File: config.mk
export PLATFORM = sky130hd
export DESIGN_NAME = spy_tap
export DESIGN_NICKNAME = d
export VERILOG_FILES = /design/src/rtl/spy_tap_pkg.sv /design/src/rtl/spy_prescaler.sv /design/src/rtl/spy_ctrl.sv /design/src/rtl/spy_writer.sv /design/src/rtl/spy_skip_ctr.sv /design/src/rtl/spy_tap.sv
export SDC_FILE = /design/constraint.sdc
export NUM_CORES = 1
export LEC_CHECK = 0
export ABC_AREA = 1
export BUFFER_PORTS_ARGS = -buffer_cell sky130_fd_sc_hd__buf_2
export CORE_ASPECT_RATIO = 1.75
export CORE_MARGIN = 2
export CORE_UTILIZATION = 40
export DETAILED_ROUTE_END_ITERATION = 10
export PLACE_DENSITY_LB_ADDON = 0.15
export RECOVER_POWER = 25
export SYNTH_ARGS = -nofsm -noshare
export SYNTH_HDL_FRONTEND = slang
export SYNTH_HIERARCHICAL = 1
export SYNTH_SLANG_ARGS = --single-unit
File: constraint.sdc
create_clock -name clk -period 3.7 [get_ports clk]
set_clock_uncertainty 0.15 [all_clocks]
set_input_delay 0.74 -clock clk [delete_from_list [all_inputs] [get_ports clk]]
set_output_delay 0.74 -clock clk [all_outputs]
set_load 0.01 [all_outputs]
File: src/rtl/spy_tap_pkg.sv
`timescale 1ns/1ps
package spy_tap_pkg;

    typedef enum logic [1:0] {
        SPY_OFF      = 2'd0,
        SPY_EVERY    = 2'd1,
        SPY_ONE_IN_N = 2'd2,
        SPY_RSVD     = 2'd3
    } spy_mode_e;

    typedef enum logic [1:0] {
        ST_IDLE = 2'd0,
        ST_COPY = 2'd1,
        ST_PASS = 2'd2
    } tap_state_e;

endpackage

File: src/rtl/spy_prescaler.sv
`timescale 1ns/1ps
module spy_prescaler
    import spy_tap_pkg::*;
#(
    parameter int DIV_W = 16
) (
    input  logic             clk,
    input  logic             rst_n,
    input  spy_mode_e        mode,
    input  logic [DIV_W-1:0] div_m1,
    input  logic             evt_taken,
    output logic             want
);

    logic [DIV_W-1:0] phase_q;

    always_ff @(posedge clk) begin
        if (!rst_n) begin
            phase_q <= '0;
        end else if (evt_taken && mode == SPY_ONE_IN_N) begin
            if (phase_q >= div_m1) phase_q <= '0;
            else                   phase_q <= phase_q + 1'b1;
        end
    end

    always_comb begin
        unique case (mode)
            SPY_EVERY:    want = 1'b1;
            SPY_ONE_IN_N: want = (phase_q == '0);
            default:      want = 1'b0;
        endcase
    end

endmodule

File: src/rtl/spy_ctrl.sv
`timescale 1ns/1ps
module spy_ctrl
    import spy_tap_pkg::*;
(
    input  logic clk,
    input  logic rst_n,
    input  logic in_valid,
    input  logic in_last,
    input  logic out_ready,
    input  logic want,
    input  logic room,
    input  logic blocking,
    output logic stall,
    output logic word_hs,
    output logic first_word,
    output logic copy_word,
    output logic drop_evt
);

    tap_state_e state_q, state_d;

    always_ff @(posedge clk) begin
        if (!rst_n) state_q <= ST_IDLE;
        else        state_q <= state_d;
    end

    always_comb begin
        stall      = 1'b0;
        first_word = 1'b0;
        copy_word  = 1'b0;
        unique case (state_q)
            ST_IDLE: begin
                first_word = 1'b1;
                copy_word  = want && room;
                stall      = in_valid && want && !room && blocking;
            end
            ST_COPY: copy_word = 1'b1;
            ST_PASS: copy_word = 1'b0;
            default: copy_word = 1'b0;
        endcase
        word_hs  = in_valid && out_ready && !stall;
        drop_evt = first_word && word_hs && want && !room;
    end

    always_comb begin
        state_d = state_q;
        if (word_hs) begin
            if (in_last)        state_d = ST_IDLE;
            else if (copy_word) state_d = ST_COPY;
            else                state_d = ST_PASS;
        end
    end

endmodule

File: src/rtl/spy_writer.sv
`timescale 1ns/1ps
module spy_writer #(
    parameter int DATA_W = 32,
    parameter int LEN_W  = 16
) (
    input  logic              clk,
    input  logic              rst_n,
    input  logic              word_hs,
    input  logic              first_word,
    input  logic              copy_word,
    input  logic              last_word,
    input  logic [DATA_W-1:0] word,
    output logic              dat_we,
    output logic [DATA_W-1:0] dat,
    output logic              len_we,
    output logic [LEN_W-1:0]  len
);

    logic [LEN_W-1:0] count_q;
    logic [LEN_W-1:0] count_now;

    assign count_now = (first_word ? '0 : count_q) + 1'b1;

    always_ff @(posedge clk) begin
        if (!rst_n) begin
            count_q <= '0;
            dat_we  <= 1'b0;
            dat     <= '0;
            len_we  <= 1'b0;
            len     <= '0;
        end else begin
            dat_we <= word_hs && copy_word;
            len_we <= word_hs && copy_word && last_word;
            if (word_hs) begin
                count_q <= count_now;
                dat     <= word;
                len     <= count_now;
            end
        end
    end

endmodule

File: src/rtl/spy_skip_ctr.sv
`timescale 1ns/1ps
module spy_skip_ctr #(
    parameter int SKIP_W = 16
) (
    input  logic              clk,
    input  logic              rst_n,
    input  logic              bump,
    output logic [SKIP_W-1:0] count
);

    always_ff @(posedge clk) begin
        if (!rst_n)                   count <= '0;
        else if (bump && count != '1) count <= count + 1'b1;
    end

endmodule

File: src/rtl/spy_tap.sv
`timescale 1ns/1ps
module spy_tap
    import spy_tap_pkg::*;
#(
    parameter int DATA_W = 32,
    parameter int LEN_W  = 16,
    parameter int DIV_W  = 16,
    parameter int SKIP_W = 16
) (
    input  logic              clk,
    input  logic              rst_n,
    input  logic [1:0]        cfg_mode,
    input  logic [DIV_W-1:0]  cfg_div_m1,
    input  logic              cfg_block,
    input  logic              in_valid,
    output logic              in_ready,
    input  logic [DATA_W-1:0] in_data,
    input  logic              in_last,
    output logic              out_valid,
    input  logic              out_ready,
    output logic [DATA_W-1:0] out_data,
    output logic              out_last,
    output logic              spy_dat_we,
    output logic [DATA_W-1:0] spy_dat,
    input  logic              spy_dat_af,
    output logic              spy_len_we,
    output logic [LEN_W-1:0]  spy_len,
    input  logic              spy_len_af,
    output logic [SKIP_W-1:0] skip_count
);

    spy_mode_e mode;
    logic want, room, stall, word_hs, first_word, copy_word, drop_evt;

    assign mode = spy_mode_e'(cfg_mode);
    assign room = !spy_dat_af && !spy_len_af;

    assign in_ready  = out_ready && !stall;
    assign out_valid = in_valid && !stall;
    assign out_data  = in_data;
    assign out_last  = in_last;

    spy_prescaler #(.DIV_W(DIV_W)) u_presc (
        .clk       (clk),
        .rst_n     (rst_n),
        .mode      (mode),
        .div_m1    (cfg_div_m1),
        .evt_taken (word_hs && first_word),
        .want      (want)
    );

    spy_ctrl u_ctrl (
        .clk        (clk),
        .rst_n      (rst_n),
        .in_valid   (in_valid),
        .in_last    (in_last),
        .out_ready  (out_ready),
        .want       (want),
        .room       (room),
        .blocking   (cfg_block),
        .stall      (stall),
        .word_hs    (word_hs),
        .first_word (first_word),
        .copy_word  (copy_word),
        .drop_evt   (drop_evt)
    );

    spy_writer #(.DATA_W(DATA_W), .LEN_W(LEN_W)) u_wr (
        .clk        (clk),
        .rst_n      (rst_n),
        .word_hs    (word_hs),
        .first_word (first_word),
        .copy_word  (copy_word),
        .last_word  (in_last),
        .word       (in_data),
        .dat_we     (spy_dat_we),
        .dat        (spy_dat),
        .len_we     (spy_len_we),
        .len        (spy_len)
    );

    spy_skip_ctr #(.SKIP_W(SKIP_W)) u_skip (
        .clk   (clk),
        .rst_n (rst_n),
        .bump  (drop_evt),
        .count (skip_count)
    );

endmodule

==> results of run 1 <==
-- cell type report --
class / instances / area, um2 / area share [%]
Clock buffer: 9 / 225.2 / 3.785
Timing Repair Buffer: 162 / 763.2 / 12.83
Tap cell: 168 / 210.2 / 3.532
Multi-Input combinational cell: 497 / 2648 / 44.49
Inverter: 85 / 324.1 / 5.446
Sequential cell: 84 / 1682 / 28.26
Clock inverter: 7 / 98.84 / 1.661
-- cells in the final DEF (no fill, tap or decap), types with 2 or more instances in the layout --
cell type / count
nor2_1: 156
nand2_1: 120
buf_2: 112
dfxtp_1: 84
inv_1: 78
clkbuf_1: 46
o21ai_0: 44
nand3_1: 28
a21oi_1: 22
ha_1: 22
nor2_2: 18
nand4_1: 16
nand2_2: 11
nor2_4: 10
clkbuf_16: 9
nand3_2: 9
xor2_1: 7
nor3_1: 6
nand2_4: 5
inv_2: 5
buf_4: 4
nor4_1: 3
xnor2_1: 3
nor2_8: 3
bufinv_16: 2
inv_6: 2
nand3_4: 2
inv_4: 2
-- logic make-up after synthesis --
| kind of cell | count (synthesis) | share of synthesized area (%) |
|---|---|---|
| AND/OR/NAND/NOR | 391 | 37.73 |
| adder cells (fa/ha/maj) | 22 | 5.475 |
| AO/OA/AOI/OAI | 74 | 7.716 |
| XOR/XNOR | 10 | 1.742 |
| flip-flops | 84 | 33.45 |
| buffers and inverters | 137 | 13.89 |
-- critical path: cells and delay by family, from the launching register on --
kind	cells	cell delay, ps
AO/OA/AOI/OAI	1	230
adder cells (fa/ha/maj)	1	170
buffers and inverters	4	430
flip-flops	1	350
AND/OR/NAND/NOR	6	740
-- through the flow --
step                      hold slack, ps  setup WS (ps)  power (mW)  area, um2  cells
after floorplan                    374.5           1118       1.132       5027    718
after global placement             320.6          541.8       1.201       5684    996
after detailed placement           330.3          484.5       1.206       5684    996
after CTS                          347.8          495.4       2.188       6008   1012
after global routing               378.4          362.4       2.254       5951   1012
final                              346.8          560.5       2.151       5951   1012
-- registers in the layout, summed over array words and instances (netlist names) --
name,cells
u_ctrl/state_q,2
u_presc/phase_q,16
u_skip/count,16
u_wr/dat,32
u_wr/dat_we,1
u_wr/len,16
u_wr/len_we,1
-- path summary, 6_finish.rpt --
check / from / to / slack [ps] / cells past startpoint
worst max register to register: u_presc/phase_q[0] / u_presc/phase_q[15] / 690 / 20
worst max-delay path: u_presc/phase_q[0] / in_ready / 560 / 12
worst min-delay path: u_wr/dat[6] / u_wr/dat[6] / 350 / 2
worst min register to register: u_wr/dat[6] / u_wr/dat[6] / 350 / 2
-- metal layers --
layer / vias up / wire length (um)
li1: 2466 / -
met4: 0 / 148
met3: 8 / 521
met1: 2161 / 4835
met5: - / 0
met2: 136 / 6765
-- where the power goes --
group | total (mW) | switching (mW) | internal [mW]
Sequential | 0.949 | 0.0168 | 0.932
Clock | 0.975 | 0.379 | 0.596
Combinational | 0.227 | 0.143 | 0.0844
Total | 2.15 | 0.538 | 1.61
==> results.yml, run 1 <==
pwr:
  p_per_area_nw_per_um2: 361.5
  ir_worst_vdd_uv: 234.0
  p_leak_nw: 2.850
logic_synthesis:
  syn_area_um2: 5027
  ys_ff_latch: 84
  synth_area_per_cell_um2: 7.002
  yosysMostFrequentCell: "nor2_1"
  syn_inst: 718
  ys.flop_type: "dfxtp_1"
  ys_top_cells_by_area: "dfxtp_1 (33%), nor2_1 (12%), nand2_1 (9.0%)"
  synth_fp_nets: 798
  synth_edf_count: 0
  yosysWarnings: 6
  yosys-top-cells-count: "nor2_1 (156), nand2_1 (120), dfxtp_1 (84)"
  yosys.area.top_type: "dfxtp_1"
  yosysSeqAreaShare_pct: 33.45
  post_synth_num_cell_types: 42
  synth_top_area_share_pct: 33.45
  synthArstFlopShare_pct: 0
clock_network:
  clk_pin_slew_worst_paths_ps: 60
  holdBufCountCts: 0
  root_buffer: "clkbuf_16"
  cts_setup_buffers: 0
  clock_sinks: 84
  cts.htree.levels: 3
  clk-insertion-delay-late_ps: 330
  cts_buffer_depth: 2
  cts_tree: "yes"
  numCtsBuffers: 9
  cts_resized: 0
layout:
  utilization_pct: 48.13
  antenna_cells: 0
  area_growth_pct: 18.37
  fill_cells: 1311
  fin_nets: 919
  drive_gt1_share_pct: 23.70
worst_setup_path:
  crit_top_cell: "inv_1"
  critPathMaxFanout: 4
  path_cells: "inv_1 > ha_1 > nand3_1 > nor4_1 > nand4_1 > a21oi_1 > inv_1 > nor2_4 > nand3_4 > inv_1 > nor2_1 > buf_2"
  crit_required_ps: 2810
  critPathKind: "flop to primary output"
  cpPeakStageDelay_ps: 350
  cp.arrival_ps: 2250
  slowest_stage: "dfxtp_1"
  crit_path_end_kind: "primary output"
  critPathLaunchType: "flop"
sta:
  rsz0062_at_grt: "false"
  setup_tns_ps: 0
  setup_viol: 0
  worst_pin_slew_ps: 737.6
  period_share_pct: 84.85
  drv_slew: 0
  min_period_ps: 3139
  max_freq_mhz: 318.5
  slew-limit-headroom_pct: 50.82
  hold_viol_final: 0
global_route:
  grt_overflow: 0
  busiest_layer: "met2"
  grt_use_met3_pct: 2.979
  antenna_found_initial: 0
  grtUsageTotal_pct: 18.38
  grt_pass1_wl_um: 20270
  met2_usage_pct: 34.86
  met1_usage_pct: 19.39
  grt_max_degree: 41
  grt_pass1_vias: 4572
routing:
  post_drt_wl_per_cell_um: 12.13
  drt_iter0_markers: 189
  drtAntennaViolNets: 0
  drc_errors: 0
  num_vias: 4771
  routed_wirelength_um: 12270
  dr.pass1.iters: 4
  viasPerCell: 4.714
placed_design:
  hpwl_um: 9530
  port_buffers: 158
  place_congestion: 0.8541
hold_path:
  hold_path_class: "flop to flop"
die:
  die_h_um: 152.3
  die_area_um2: 13520
  placementRows: 54
  initial_core_util_pct: 40.66
  coreArea_um2: 12360
  chipWidth_um: 88.75
  ios: 159
outcome:
  status: "completed"
run:
  maxCapViolCount: 0
(Power assumes the default switching activity.)
==> inputs of run 2 (changes only) <==
- clock period: 3.7 -> 2.9 ns (I/O delays scaled with it)
==> run 2 against run 1 <==
Critical path depth did not move. Utilization up 1.2 points. Sequential share of layout area fell by 0.62 points. Combinational power rose by 34%. Routed wire length grew 0.50%. Total power up 25%. Clock power is 21% higher. Final area up 2.5%. Largest power group is now sequential cells.
==> results.yml, run 2 (synthesis gave the netlist of run 1 again) <==
outcome:
  status: "completed"
global_route:
  grt_pass1_vias: 4683
  grt_overflow: 0
  grt_pass1_wl_um: 20540
  grtUsageTotal_pct: 18.83
  grt_max_degree: 35
  antenna_found_initial: 0
worst_setup_path:
  crit_required_ps: 2170
  critPathKind: "flop to primary output"
  crit_path_end_kind: "primary output"
  critPathMaxFanout: 4
  critPathLaunchType: "flop"
  cp.arrival_ps: 2060
sta:
  hold_viol_final: 0
  rsz0062_at_grt: "true"
  setup_tns_ps: 0
  setup_ws_ps: 114.5
  drv_slew: 0
  slew-limit-headroom_pct: 62.50
  worst_pin_slew_ps: 562.5
  whs_ps: 327.0
  setup_viol: 0
  min_period_ps: 2785
  period_share_pct: 96.05
  max_freq_mhz: 359.0
layout:
  max_flop_register: "u_wr/dat"
  area_growth_pct: 21.30
  fill_cells: 1290
  drive_gt1_share_pct: 25.93
  fin_nets: 931
  multi_input_area_um2: 2696
  final_area_um2: 6098
  largest_register_ffs: 32
  seqCellArea_um2: 1685
  layout_common_cells: "nor2_1 (156), nand2_1 (120), buf_2 (113)"
  final_cells: 1024
  antenna_cells: 0
  utilization_pct: 49.32
  final_common_cell: "nor2_1"
clock_network:
  cts.htree.levels: 3
  clk-insertion-delay-late_ps: 330
  cts_tree: "yes"
  clk_pin_slew_worst_paths_ps: 60
  clock_sinks: 84
  holdBufCountCts: 0
  cts_buffer_depth: 2
  numCtsBuffers: 9
  root_buffer: "clkbuf_16"
pwr:
  p_per_area_nw_per_um2: 442.3
  p_leak_nw: 2.981
  pwr-share-seq_pct: 44.8
  ir_worst_vdd_uv: 289.2
  finalPower_mw: 2.697
  p_int_mw: 2.021
  switching_power_uw: 676.5
  p_comb_share_pct: 11.3
  clock_power_share_pct: 43.9
  swShare_pct: 25.08
placed_design:
  dpl_worst_slack_ps: 55.52
  hpwl_um: 9658
  placed_cells: 1005
  placed_area_um2: 5764
  place_congestion: 0.8820
  port_buffers: 158
routing:
  drt_iter0_markers: 190
  dr.pass1.iters: 5
  routed_wirelength_um: 12330
  drtAntennaViolNets: 0
  drc_errors: 0
  post_drt_wl_per_cell_um: 12.04
  viasPerCell: 4.739
  num_vias: 4853
die:
  initial_core_util_pct: 40.66
  die_area_um2: 13520
  coreArea_um2: 12360
  chipWidth_um: 88.75
  placementRows: 54
  die_h_um: 152.3
  ios: 159
run:
  maxCapViolCount: 0
hold_path:
  hold_path_class: "primary input to flop"
==> run 2: critical path: stages (launching register included) <==
cell and delay [ps]:
dfxtp_4 360, inv_4 60, ha_4 120, nand3_4 60, nor4_4 230, nand4_1 140
a21oi_2 210, inv_2 60, nor2_4 130, nand3_4 100, inv_2 80, nor2_1 40
buf_2 130
==> run 2: path summary, 6_finish.rpt <==
check / from / endpoint / slack [ps] / cells after the start
setup reg to reg: u_presc/phase_q[1] / u_presc/phase_q[9] / 250 / 18
hold reg to reg: u_wr/dat[14] / u_wr/dat[14] / 350 / 2
setup / recovery: u_presc/phase_q[1] / out_valid / 110 / 12
hold / removal: in_data[26] / u_wr/dat[26] / 330 / 3
==> run 2: final cells by class <==
cell class                 instances  share of cell area, %
inverter                          85                  5.355
sequential                        84                  27.64
timing repair buffer             174                  14.22
tap                              168                  3.447
clock buffer                      11                  4.144
multi-input combinational        497                  44.21
clock inverter                     5                 0.9848
==> run 2: power by group through the flow <==
stage | Clock [mW] | Combinational, mW | Sequential, mW
5_1_grt | 1.27 | 0.343 | 1.21
6_report | 1.18 | 0.304 | 1.21
2_1_floorplan | 0 | 0.194 | 1.25
3_5_place_dp | 0 | 0.309 | 1.24
4_1_cts | 1.23 | 0.313 | 1.21
3_3_place_gp | 0 | 0.305 | 1.23
==> run 2: what timing repair did <==
action | CTS | global route
endpoints found under the setup margin | 2 | 26
gates resized for setup | 1 | 14
pin swaps | 1 | 5
buffers inserted | 1 | 2
==> run 2: per-layer routing <==
layer | part of all wire [%] | vias up | GRT usage (%)
met5 | 0 | - | 0
met4 | 3.8 | 0 | 8.442
met3 | 5.7 | 30 | 4.280
met2 | 53 | 157 | 34.90
met1 | 37 | 2175 | 19.10
li1 | - | 2491 | -
